File: config.mk
export PLATFORM = sky130hd
export DESIGN_NAME = cmd_txn_seq
export DESIGN_NICKNAME = d
export VERILOG_FILES = /design/src/rtl/cts_pkg.sv /design/src/rtl/cts_poll_ctr.sv /design/src/rtl/cts_arg_mux.sv /design/src/rtl/cts_rsp_buf.sv /design/src/rtl/cmd_txn_seq.sv
export SDC_FILE = /design/constraint.sdc
export NUM_CORES = 1
export LEC_CHECK = 0
export CELL_PAD_IN_SITES_DETAIL_PLACEMENT = 0
export CELL_PAD_IN_SITES_GLOBAL_PLACEMENT = 1
export CORE_MARGIN = 1
export CORE_UTILIZATION = 35
export DETAILED_ROUTE_END_ITERATION = 10
export MAX_ROUTING_LAYER = met4
export PLACE_DENSITY = 0.89
export SETUP_SLACK_MARGIN = 0.15
export SYNTH_ARGS = -nofsm -noshare
export SYNTH_HDL_FRONTEND = slang
export SYNTH_HIERARCHICAL = 1
export SYNTH_SLANG_ARGS = --single-unit
File: constraint.sdc
create_clock -name clk -period 3.1 [get_ports clk]
set_clock_uncertainty 0.05 [all_clocks]
set_input_delay 0.62 -clock clk [delete_from_list [all_inputs] [get_ports clk]]
set_output_delay 0.62 -clock clk [all_outputs]
set_load 0.1 [all_outputs]
File: src/rtl/cts_pkg.sv
package cts_pkg;

    typedef enum logic [3:0] {
        S_IDLE,
        S_CLR_RD,
        S_CLR_WB,
        S_TXP_RD,
        S_TXP_CHK,
        S_TX_WR,
        S_RXP_RD,
        S_RXP_CHK,
        S_RX_RD,
        S_RX_ACK,
        S_FIN
    } cts_state_e;

    // Mailbox register selects (decoded by the mailbox)
    localparam logic [1:0] SEL_INTR = 2'd0;
    localparam logic [1:0] SEL_DATA = 2'd1;
    localparam logic [1:0] SEL_STAT = 2'd2;

    // Status register bit positions
    localparam int ST_TXE  = 0;
    localparam int ST_TXNF = 1;
    localparam int ST_RXNE = 2;
    localparam int ST_RXOV = 3;

    // Byte lane inside the data word
    localparam int LANE_LSB = 8;

endpackage

File: src/rtl/cts_poll_ctr.sv
module cts_poll_ctr #(
    parameter int LIMIT = 10000
) (
    input  logic clk,
    input  logic rst_n,
    input  logic active,
    input  logic miss,
    output logic expired
);
    localparam int W = $clog2(LIMIT + 1);

    logic [W-1:0] cnt;

    always_ff @(posedge clk) begin
        if (!rst_n) begin
            cnt <= '0;
        end else if (!active) begin
            cnt <= '0;
        end else if (miss) begin
            cnt <= cnt + 1'b1;
        end
    end

    assign expired = miss && (cnt == W'(LIMIT - 1));

    AST_POLL_BOUND: assert property (@(posedge clk) disable iff (!rst_n)
        active |-> (cnt < W'(LIMIT)));

endmodule

File: src/rtl/cts_arg_mux.sv
module cts_arg_mux #(
    parameter int MAXB = 8,
    parameter int CW   = $clog2(MAXB + 1)
) (
    input  logic [8*MAXB-1:0] args,
    input  logic [7:0]        opcode,
    input  logic [CW-1:0]     idx,
    output logic [7:0]        byte_out
);
    always_comb begin
        byte_out = opcode;
        for (int i = 0; i < MAXB; i++) begin
            if (idx == CW'(i + 1)) begin
                byte_out = args[8*i +: 8];
            end
        end
    end
endmodule

File: src/rtl/cts_rsp_buf.sv
module cts_rsp_buf #(
    parameter int MAXB = 8,
    parameter int CW   = $clog2(MAXB + 1)
) (
    input  logic              clk,
    input  logic              rst_n,
    input  logic              clr,
    input  logic              wr_en,
    input  logic [CW-1:0]     wr_idx,
    input  logic [7:0]        wr_byte,
    output logic [8*MAXB-1:0] buf_flat,
    output logic [15:0]       result16
);
    genvar g;
    generate
        for (g = 0; g < MAXB; g++) begin : g_slot
            logic [7:0] slot;
            always_ff @(posedge clk) begin
                if (!rst_n || clr) begin
                    slot <= '0;
                end else if (wr_en && (wr_idx == CW'(g))) begin
                    slot <= wr_byte;
                end
            end
            assign buf_flat[8*g +: 8] = slot;
        end
    endgenerate

    // first byte received is the upper half
    assign result16 = {buf_flat[7:0], buf_flat[15:8]};
endmodule

File: src/rtl/cmd_txn_seq.sv
module cmd_txn_seq
    import cts_pkg::*;
#(
    parameter int MAX_BYTES  = 8,
    parameter int POLL_LIMIT = 10000,
    parameter int DATA_W     = 32,
    parameter int CW         = $clog2(MAX_BYTES + 1)
) (
    input  logic                   clk,
    input  logic                   rst_n,
    input  logic                   start,
    input  logic [7:0]             opcode,
    input  logic [CW-1:0]          arg_cnt,
    input  logic [CW-1:0]          rsp_cnt,
    input  logic [8*MAX_BYTES-1:0] arg_bytes,
    output logic                   busy,
    output logic                   done,
    output logic                   timeout,
    output logic [8*MAX_BYTES-1:0] rsp_bytes,
    output logic [15:0]            result16,
    output logic                   bus_rd,
    output logic                   bus_wr,
    output logic [1:0]             bus_sel,
    output logic [DATA_W-1:0]      bus_wdata,
    input  logic [DATA_W-1:0]      bus_rdata
);
    localparam logic [CW-1:0] MAXC = CW'(MAX_BYTES);
    localparam int PAD_W = DATA_W - 16;

    cts_state_e state, state_nx;

    logic [7:0]             op_q;
    logic [8*MAX_BYTES-1:0] args_q;
    logic [CW-1:0]          arg_n, rsp_n;
    logic [CW-1:0]          tx_idx, rx_idx;
    logic                   timeout_q;
    logic                   accept;
    logic                   txnf, rxne;
    logic                   tx_last, rx_last;
    logic                   poll_active, poll_miss, poll_expired;
    logic [7:0]             tx_byte;
    logic                   buf_wr;
    logic [CW-1:0]          buf_idx;

    function automatic logic [CW-1:0] sat_cnt(input logic [CW-1:0] c);
        return (c > MAXC) ? MAXC : c;
    endfunction

    assign accept  = (state == S_IDLE) && start;
    assign txnf    = bus_rdata[ST_TXNF];
    assign rxne    = bus_rdata[ST_RXNE];
    assign tx_last = (tx_idx == arg_n);
    assign rx_last = (rx_idx == rsp_n);

    // ---------------- state register ----------------
    always_ff @(posedge clk) begin
        if (!rst_n) begin
            state <= S_IDLE;
        end else begin
            state <= state_nx;
        end
    end

    // ---------------- next state ----------------
    always_comb begin
        state_nx = state;
        unique case (state)
            S_IDLE:    if (start) state_nx = S_CLR_RD;
            S_CLR_RD:  state_nx = S_CLR_WB;
            S_CLR_WB:  state_nx = S_TXP_RD;
            S_TXP_RD:  state_nx = S_TXP_CHK;
            S_TXP_CHK: begin
                if (txnf)              state_nx = S_TX_WR;
                else if (poll_expired) state_nx = S_FIN;
                else                   state_nx = S_TXP_RD;
            end
            S_TX_WR:   state_nx = tx_last ? S_RXP_RD : S_TXP_RD;
            S_RXP_RD:  state_nx = S_RXP_CHK;
            S_RXP_CHK: begin
                if (rxne)              state_nx = S_RX_RD;
                else if (poll_expired) state_nx = S_FIN;
                else                   state_nx = S_RXP_RD;
            end
            S_RX_RD:   state_nx = S_RX_ACK;
            S_RX_ACK:  state_nx = rx_last ? S_FIN : S_RXP_RD;
            S_FIN:     state_nx = S_IDLE;
            default:   state_nx = S_IDLE;
        endcase
    end

    // ---------------- request latch and byte counters ----------------
    always_ff @(posedge clk) begin
        if (!rst_n) begin
            op_q      <= '0;
            args_q    <= '0;
            arg_n     <= '0;
            rsp_n     <= '0;
            tx_idx    <= '0;
            rx_idx    <= '0;
            timeout_q <= 1'b0;
        end else begin
            if (accept) begin
                op_q      <= opcode;
                args_q    <= arg_bytes;
                arg_n     <= sat_cnt(arg_cnt);
                rsp_n     <= sat_cnt(rsp_cnt);
                tx_idx    <= '0;
                rx_idx    <= '0;
                timeout_q <= 1'b0;
            end
            if (state == S_TX_WR && !tx_last) begin
                tx_idx <= tx_idx + 1'b1;
            end
            if (state == S_RX_ACK && !rx_last) begin
                rx_idx <= rx_idx + 1'b1;
            end
            if (poll_expired) begin
                timeout_q <= 1'b1;
            end
        end
    end

    // ---------------- mailbox outputs ----------------
    always_comb begin
        bus_rd    = 1'b0;
        bus_wr    = 1'b0;
        bus_sel   = SEL_INTR;
        bus_wdata = '0;
        unique case (state)
            S_CLR_RD, S_TXP_RD, S_RXP_RD: begin
                bus_rd  = 1'b1;
                bus_sel = SEL_STAT;
            end
            S_CLR_WB: begin
                bus_wr    = 1'b1;
                bus_sel   = SEL_STAT;
                bus_wdata = bus_rdata;
            end
            S_TX_WR: begin
                bus_wr    = 1'b1;
                bus_sel   = SEL_DATA;
                bus_wdata = {{PAD_W{1'b0}}, tx_byte, 8'h00};
            end
            S_RX_RD: begin
                bus_rd  = 1'b1;
                bus_sel = SEL_DATA;
            end
            S_RX_ACK: begin
                bus_wr    = 1'b1;
                bus_sel   = SEL_STAT;
                bus_wdata = DATA_W'(1) << ST_RXNE;
            end
            default: begin
                bus_rd = 1'b0;
            end
        endcase
    end

    assign busy    = (state != S_IDLE);
    assign done    = (state == S_FIN);
    assign timeout = timeout_q;

    assign poll_active = (state == S_TXP_RD) || (state == S_TXP_CHK) ||
                         (state == S_RXP_RD) || (state == S_RXP_CHK);
    assign poll_miss   = ((state == S_TXP_CHK) && !txnf) ||
                         ((state == S_RXP_CHK) && !rxne);

    // acknowledge byte sits at rx_idx 0 and is dropped
    assign buf_wr  = (state == S_RX_ACK) && (rx_idx != '0);
    assign buf_idx = rx_idx - 1'b1;

    cts_poll_ctr #(.LIMIT(POLL_LIMIT)) u_poll (
        .clk     (clk),
        .rst_n   (rst_n),
        .active  (poll_active),
        .miss    (poll_miss),
        .expired (poll_expired)
    );

    cts_arg_mux #(.MAXB(MAX_BYTES), .CW(CW)) u_mux (
        .args     (args_q),
        .opcode   (op_q),
        .idx      (tx_idx),
        .byte_out (tx_byte)
    );

    cts_rsp_buf #(.MAXB(MAX_BYTES), .CW(CW)) u_buf (
        .clk      (clk),
        .rst_n    (rst_n),
        .clr      (accept),
        .wr_en    (buf_wr),
        .wr_idx   (buf_idx),
        .wr_byte  (bus_rdata[LANE_LSB +: 8]),
        .buf_flat (rsp_bytes),
        .result16 (result16)
    );

    // ---------------- assertions ----------------
    AST_START_IGNORED: assert property (@(posedge clk) disable iff (!rst_n)
        (busy && start) |=> $stable(op_q));

    AST_TX_GATED: assert property (@(posedge clk) disable iff (!rst_n)
        (bus_wr && bus_sel == SEL_DATA) |-> $past(bus_rdata[ST_TXNF]));

    AST_RX_GATED: assert property (@(posedge clk) disable iff (!rst_n)
        (bus_rd && bus_sel == SEL_DATA) |-> $past(bus_rdata[ST_RXNE]));

    AST_RX_ACKED: assert property (@(posedge clk) disable iff (!rst_n)
        (bus_rd && bus_sel == SEL_DATA) |=>
        (bus_wr && bus_sel == SEL_STAT && bus_wdata == (DATA_W'(1) << ST_RXNE)));

    AST_TIMEOUT_ENDS: assert property (@(posedge clk) disable iff (!rst_n)
        $rose(timeout) |-> done);

    AST_DONE_PULSE: assert property (@(posedge clk) disable iff (!rst_n)
        done |=> (!done && !busy && !bus_rd && !bus_wr));

endmodule

# Word level (Yosys, flattened, before mapping)
# Index checks and enable logic that the tools add are counted.
# classes
reduce_logical,37
n_lt_le_gt_ge,2
n_addsub,4
mux,27
eq_ne,29
# op_table
op,n
$pmux W32 S3,1
$mux W8,8
$eq A4 B3 Y1 const B,12
$mux W4,11
$pmux W4 S10,1
$eq A4 B2 Y1 const B,6
$eq A4 B4 Y1 const B,4
$logic_and A1 B1 Y1,15
$add A14 B1 Y14 const B,1
$eq A14 B14 Y1 const B,1
$eq A4 B1 Y1 const B,3
$add A4 B1 Y4 const B,2
$eq A4 B4 Y1,2
$gt A4 B4 Y1 const B,2
$logic_not A4 Y1,2
$reduce_bool A4 Y1,2
$reduce_bool A2 Y1,3
$logic_not A1 Y1,5
$logic_or A1 B1 Y1,5
$reduce_or A5 Y1,1
$mux W1,4
$pmux W2 S2,1
$reduce_or A4 Y1,1
$sub A4 B1 Y4 const B,1
other kinds (5),5
# word_totals
elab_cells,116
input_bits,115
register_bits,171

# Logic depth before layout (Yosys ltp)
# Gate-level depths: netlist (run 1).
# depth
ltp_word,10
ltp_mapped,12
mapped_depth_nobuf,10

# Cells and area by module
# Netlist (run 1), hierarchy kept.
# by_module_without_submodules
mod,cells_per_inst,instances,seq_area_each_um2,area_each_um2
cmd_txn_seq,512,1,1861.8,4021.4
cts_rsp_buf,239,1,1281.2,2511.2
cts_arg_mux,142,1,0.0,939.7
cts_poll_ctr,76,1,280.3,671.9

# Least setup slack after synthesis (run 1)
# OpenSTA, ideal clock, no wires.
# synth_path
path_type,register to output
from,reg state[1]
to,out bus_rd
arrival_time_ns,3.047
t_required_ns,2.430
stages_incl_launch_ff,4
setup_slack_ns,-0.617
cell_sequence,dfxtp_1 > clkbuf_1 > nand2_1 > o32ai_1
# synth_between
elab_chain_cells,3
word_cells_on_any_way,6
classes_between,4 x eq/ne; 1 x mux; 1 x reduce/logical
# synth_lines
element,line,text
from (decl),cmd_txn_seq.sv:30,"cts_state_e state, state_nx;"
from (signal assigned),cmd_txn_seq.sv:60,state <= state_nx;
"$eq A4 B2 Y1, or another cell as far along",cmd_txn_seq.sv:129,unique case (state)
$reduce_or A4 Y1 (no source line) *,--,
$mux W1 *,cmd_txn_seq.sv:129,
to (decl),cmd_txn_seq.sv:21,"output logic bus_rd,"
# Every way passes the cells marked *; elsewhere a longest branch is shown, timed or not.

# Final worst setup path (run 1)
# layout_path
from,reg tx_idx[2]
to,out bus_wdata[8]
# layout_between
elab_chain_cells,10
word_cells_on_any_way,17
classes_between,8 x eq/ne; 9 x mux
# layout_lines
element,line,text
from (decl),cmd_txn_seq.sv:35,"logic [CW-1:0] tx_idx, rx_idx;"
from (signal assigned),cmd_txn_seq.sv:112,tx_idx <= tx_idx + 1'b1;
$eq A4 B1 Y1,cts_arg_mux.sv:13,if (idx == CW'(i + 1)) begin
$mux W8 (7 in series),cts_arg_mux.sv:13,
$mux W8 *,cts_arg_mux.sv:13,
via tx_byte[0],cmd_txn_seq.sv:41,logic [7:0] tx_byte;
$pmux W32 S3 *,cmd_txn_seq.sv:129,
to (decl),cmd_txn_seq.sv:24,"output logic [DATA_W-1:0] bus_wdata,"
# The timed path passes the listed nets; every way through them passes the cells marked *.

==> impl_metrics.yaml, run 1 <==
run_status:
  status: "finished, final reports clean"
setup_path:
  crit_arrival_ns: 2.35
  startpoint_type: "register"
  path_class: "reg -> out"
  reg2reg_from: "state[1]$_SDFFE_PN0P_"
  rr_endpoint: "state[3]$_SDFFE_PN0P_"
  crit_path_end_kind: "primary output"
  r2r_setup_slack_ns: 0.49
  worst-path-max-fanout: 5
  reg2reg_depth: 10
  critPathRequiredTime_ns: 2.43
synth:
  yosysSeqAreaShare_pct: 42.03
  ys_warn_count: 6
  synth_area_leaders: "dfxtp_1 (42%), nand2_1 (11%), mux2i_1 (9.0%)"
  syn_inst: 969
  synthesis.area_sq_um: 8144
  synth.distinct_cells: 73
  synth_top_area_share_pct: 42.03
  ys_seq_elements: 171
  synth_nets: 1088
  synth_ff_type: "dfxtp_1"
  syn_avg_cell_area_sq_um: 8.405
  yosysMostFrequentCell: "nand2_1"
  synth_edf_count: 0
  synthTopCellsByCount: "nand2_1 (249), dfxtp_1 (171), a21oi_1 (115)"
  synth-async-reset-ratio_pct: 0
  yosysTopAreaCell: "dfxtp_1"
floorplanning:
  core-area_sq_um: 22710
  die_w_um: 154.5
  top_level_ports: 234
  die_h_um: 154.5
  initial_core_util_pct: 35.86
  fp.dieArea_sq_um: 23880
  row_count: 55
worst_hold_path:
  hold_path_depth: 2
  hp-start: "args_q[15]$_SDFFE_PN0P_"
  hold_path_class: "reg -> reg"
  holdPathEnd: "args_q[15]$_SDFFE_PN0P_"
power:
  p_per_area_nw_per_um2: 460.6
  p_leak_nw: 4.912
  peakVddDrop_mv: 0.3103
timing:
  fmax_ghz: 0.3313
  finalSetupViolations: 0
  maxSlewViolCount: 0
  fin_tns_setup_ns: 0
  worst_pin_slew_ns: 0.9108
  fin_crit_sh_pct: 97.36
  hold_viol_final: 0
  worst_hold_slack_ns: 0.4040
  rsz0062_at_grt: "yes"
  max_slew_margin_pct: 39.28
  fin_crit_ns: 3.018
detailed_routing:
  avgViaCountPerCell: 5.066
  firstDrtPassIters: 5
  drc: 0
  wirelength_mm: 23.51
  first_iter_violations: 465
  wl_per_cell_um: 15.95
  ant_nets: 0
  vias: 7468
cells_and_area:
  num_antenna_cells: 0
  register_area_sq_um: 3437
  syn_to_final_growth_pct: 42.89
  multi_input_area_sq_um: 4378
  fillCellCount: 2138
  fin_nets: 1295
  final_layout_size_suffix_gt1_share_pct: 21.53
cts:
  cts_tree: "yes"
  cts_max_level: 4
  clkLatencyLatePin_ns: 0.43
  clock-root-buffer: "clkbuf_16"
  numCtsBuffers: 17
  path_clk_slew_ns: 0.08
  clockBufferDepth: 2
  hold_buffers: 0
  cts.sink_count: 171
placement:
  portBuffers: 233
  dp_hpwl_mm: 17.13
  place.gp.congestion: 0.8520
run:
  drv_cap: 0
global_route:
  grt_pass1_vias: 7127
  grt_usage_pct: 20.49
  grt_max_degree: 90
  grt-ovfl-total: 0
  grt_pass1_wl_mm: 37.61
  antenna_found_initial: 0
==> power breakdown <==
group / internal, mW / leakage (nW) / switching [mW]
clock: 1.12 / 0.304 / 1.10
sequential: 2.27 / 1.39 / 0.0598
combinational: 0.328 / 3.22 / 0.478
==> sequential cells by signal, summed over array words and instances, names as in the netlist <==
signal	cells
args_q	64
u_buf/g_slot.slot	64
u_poll/cnt	14
op_q	8
arg_n	4
rsp_n	4
rx_idx	4
state	4
tx_idx	4
timeout	1
==> worst max-delay path: stages (launching register included) <==
cell and delay (ns):
dfxtp_4 0.36, or2_4 0.26, buf_6 0.14, a22oi_2 0.16, o221ai_2 0.13, a221o_1 0.41
a22o_1 0.27, buf_12 0.17
==> worst max path at each step <==
stage | start | to | cells after the start
floorplan | state[0]$_SDFFE_PN0P_ | bus_sel[0] | 6
global placement | bus_rdata[1] | state[3]$_SDFFE_PN0P_ | 11
detailed placement | bus_rdata[1] | state[3]$_SDFFE_PN0P_ | 11
CTS | tx_idx[0]$_SDFFE_PN0P_ | bus_wdata[13] | 8
global route | tx_idx[2]$_SDFFE_PN0P_ | bus_wdata[10] | 7
finish | tx_idx[2]$_SDFFE_PN0P_ | bus_wdata[8] | 7
==> routing by layer <==
| layer | vias to the layer above | global-route usage (%) | wire (um) |
|---|---|---|---|
| met5 | - | - | 0 |
| met4 | 0 | 5.941 | 321 |
| met3 | 20 | 3.250 | 1230 |
| met2 | 231 | 33.87 | 11360 |
| met1 | 3478 | 25.77 | 10600 |
| li1 | 3739 | - | - |
==> through the flow <==
stage	total power, mW	worst slack, ns	utilization [%]	area [sq um]	cells
5_1_grt	5.584	-0.002327	51.25	11640	1474
2_1_floorplan	2.839	0.1844	-	8160	969
3_3_place_gp	3.181	0.07286	47.33	10750	1431
6_report	5.360	0.08199	51.25	11640	1474
4_1_cts	5.412	0.05478	50.76	11530	1471
3_5_place_dp	3.186	-0.08732	47.33	10750	1431
==> layout make-up <==
cell class / count / share of cell area, %
Sequential cell: 171 / 29.53
Multi-Input combinational cell: 708 / 37.62
Clock buffer: 17 / 3.656
Timing Repair Buffer: 269 / 24.06
Inverter: 9 / 0.2903
Tap cell: 285 / 3.064
Clock inverter: 15 / 1.774
==> cell families after synthesis <==
| logic type | count (synthesis) | synth area share, % |
|---|---|---|
| multiplexers | 75 | 9.249 |
| AND/OR/NAND/NOR | 410 | 23.98 |
| AO/OA/AOI/OAI | 204 | 16.15 |
| flip-flops | 171 | 42.03 |
| buffers and inverters | 90 | 6.268 |
| adder cells (fa/ha/maj) | 4 | 0.6146 |
| XOR/XNOR | 15 | 1.705 |
==> cell usage in the layout, fill, tap and decap left out, drive strengths merged, types with 4 or more instances in the layout <==
cell type	synthesis	final
nand2	255	255
dfxtp	171	171
buf	51	155
a21oi	115	115
clkdlybuf4s50	0	114
mux2i	73	73
nor2	33	33
and2	24	24
clkbuf	30	17
o21ai	17	17
nor2b	17	17
inv	9	17
nand3	15	15
a31oi	14	14
xor2	14	14
a22o	10	10
or3	8	8
nand3b	8	8
clkinv	0	7
nand2b	7	7
nand4	7	7
o221ai	6	6
nor3	6	6
nor4	6	6
a22oi	6	6
a32oi	5	5
a221o	5	5
or4	5	5
o31ai	5	5
a21o	4	4
or3b	4	4
ha	4	4
==> timing repair <==
| item | CTS | global route |
|---|---|---|
| pin swaps | 16 | 11 |
| setup buffers | 8 | 3 |
| gates resized for setup | 24 | 20 |
| endpoints found under the setup margin | 9 | 8 |
Note: power is estimated with default switching activity, not from simulation.
==> run 2, diff against run 1 <==
--- a/config.mk
+++ b/config.mk
@@ -5,13 +5,13 @@
 export SDC_FILE = /design/constraint.sdc
 export NUM_CORES = 1
 export LEC_CHECK = 0
-export CELL_PAD_IN_SITES_DETAIL_PLACEMENT = 0
-export CELL_PAD_IN_SITES_GLOBAL_PLACEMENT = 1
+export CELL_PAD_IN_SITES_DETAIL_PLACEMENT = 2
+export CELL_PAD_IN_SITES_GLOBAL_PLACEMENT = 2
 export CORE_MARGIN = 1
-export CORE_UTILIZATION = 35
+export CORE_UTILIZATION = 27
 export DETAILED_ROUTE_END_ITERATION = 10
 export MAX_ROUTING_LAYER = met4
-export PLACE_DENSITY = 0.89
+export PLACE_DENSITY = 0.88
 export SETUP_SLACK_MARGIN = 0.15
 export SYNTH_ARGS = -nofsm -noshare
 export SYNTH_HDL_FRONTEND = slang
==> impl_metrics.yaml, run 2 (synthesis results as in run 1) <==
floorplanning:
  initial_core_util_pct: 27.48
  core-area_sq_um: 29640
  fp.dieArea_sq_um: 30860
  top_level_ports: 234
  die_w_um: 175.7
  die_h_um: 175.7
  row_count: 63
cells_and_area:
  fin_area_sq_um: 11790
  final_layout_size_suffix_gt1_share_pct: 21.53
  final_common_cell: "nand2_1"
  final_cell_count_no_fill: 1595
  final_cell_mix: "nand2_1 (249), dfxtp_1 (167), buf_4 (128)"
  syn_to_final_growth_pct: 44.78
  fin_nets: 1309
  reg_top3: "args_q (64), u_buf/g_slot.slot (64), u_poll/cnt (14)"
worst_hold_path:
  hold_path_depth: 2
  hold_path_class: "reg -> reg"
detailed_routing:
  top_layer_used: "met4"
  vias: 7976
  wl_met2_mm: 16.33
  drc: 0
  met3_length_mm: 1.270
  wl_per_cell_um: 19.83
  wirelength_mm: 31.62
  first_iter_violations: 284
  firstDrtPassIters: 6
  wl_met1_mm: 13.43
  avgViaCountPerCell: 5.001
  ant_nets: 0
setup_path:
  crit_top_cell: "nor2_1"
  path_depth: 8
  cp_slowest_cell: "dfxtp_4"
  slowest_delay_ns: 0.36
  critPathRequiredTime_ns: 2.43
  crit_arrival_ns: 2.50
  crit_chain: "buf_4 -> nand2b_1 -> nor2_1 -> a32oi_1 -> nor2_1 -> a221o_1 -> a22o_1 -> buf_12"
  reg2reg_depth: 11
  critical_path_buf_inv_count: 2
  startpoint_type: "register"
  crit_path_end_kind: "primary output"
  crit_family: "compound AO/OA/AOI/OAI gates"
  path_class: "reg -> out"
  worst-path-max-fanout: 5
placement:
  place.gp.congestion: 0.8270
  dp_hpwl_mm: 23.23
  portBuffers: 233
  place_ws_ns: -0.02419
  place_inst: 1543
  dpl_cell_area_sq_um: 10940
cts:
  clock-root-buffer: "clkbuf_16"
  hold_buffers: 0
  path_clk_slew_ns: 0.07
  numCtsBuffers: 17
  cts_max_level: 4
  cts_tree: "yes"
  clockBufferDepth: 2
  clkLatencyLatePin_ns: 0.44
  cts.sink_count: 171
timing:
  maxSlewViolCount: 0
  fin_crit_ns: 3.174
  rsz0062_at_grt: "yes"
  worst_pin_slew_ns: 0.6268
  max_slew_margin_pct: 58.07
  fin_crit_sh_pct: 102.4
  fin_tns_setup_ns: -0.2719
  finalSetupViolations: 6
  hold_viol_final: 0
  worst_slack_ns: -0.07362
  fmax_ghz: 0.3151
global_route:
  antenna_found_initial: 2
  grt_max_degree: 90
  grt-ovfl-total: 0
  grt_usage_pct: 20.76
  grt_pass1_wl_mm: 48.47
  grt_pass1_vias: 8643
run_status:
  status: "finished with violations"
  violations: "negative setup slack"
power:
  pwr-share-seq_pct: 43.4
  p_total_mw: 5.387
  swShare_pct: 31.30
  power.switching_mw: 1.686
  internal-power_mw: 3.701
  p_comb_share_pct: 15.9
  p_per_area_nw_per_um2: 456.8
  p_leak_nw: 4.970
  p_clk_share_pct: 40.8
  peakVddDrop_mv: 0.3349
run:
  drv_cap: 0
==> run 2: metal layers <==
metal / track usage [%] / vias to the layer above
met5: - / -
met3: 3.810 / 42
met4: 5.254 / 0
met1: 23.89 / 3940
met2: 36.84 / 223
li1: - / 3771
==> run 2: area by class of cell <==
class | count | area, sq um
Multi-Input combinational cell | 708 | 4332
Clock buffer | 17 | 425.4
Sequential cell | 171 | 3438
Fill cell | 3232 | 17850
Antenna cell | 2 | 5.005
Timing Repair Buffer | 283 | 2897
Inverter | 9 | 33.78
Clock inverter | 15 | 172.7
Tap cell | 390 | 488.0
==> run 2: power groups by stage <==
stage	combinational, mW	clock (mW)	sequential (mW)
final	0.855	2.20	2.34
after global routing	0.915	2.33	2.34
after CTS	0.863	2.24	2.33
after detailed placement	0.853	0	2.39
after global placement	0.834	0	2.38
after floorplan	0.480	0	2.36
==> run 2: final timing paths <==
| kind | from | endpoint | slack, ns |
|---|---|---|---|
| hold / removal | args_q[27]$_SDFFE_PN0P_ | args_q[27]$_SDFFE_PN0P_ | 0.41 |
| setup reg to reg | state[1]$_SDFFE_PN0P_ | state[3]$_SDFFE_PN0P_ | 0.51 |
| setup / recovery | tx_idx[3]$_SDFFE_PN0P_ | bus_wdata[8] | -0.07 |
| hold reg to reg | args_q[27]$_SDFFE_PN0P_ | args_q[27]$_SDFFE_PN0P_ | 0.41 |
==> run 2: stage by stage <==
| stage | hold slack [ns] | utilization (%) |
|---|---|---|
| final | 0.4104 | 39.78 |
| after global routing | 0.4253 | 39.78 |
| after CTS | 0.4118 | 39.52 |
| after detailed placement | 0.4016 | 36.93 |
| after global placement | 0.3932 | 36.93 |
| after floorplan | 0.3829 | - |
==> run 2: timing repair <==
action	CTS	global route
resized for setup	26	6
buffers inserted	11	7
endpoints found under the setup margin	8	14
pin swaps	9	5
==> run 2: tightest hold or removal path: cells and delay by family, from the launching register on <==
family	cells	cell delay, ns
compound gates	1	0.05
flops	1	0.31
simple gates	1	0.05
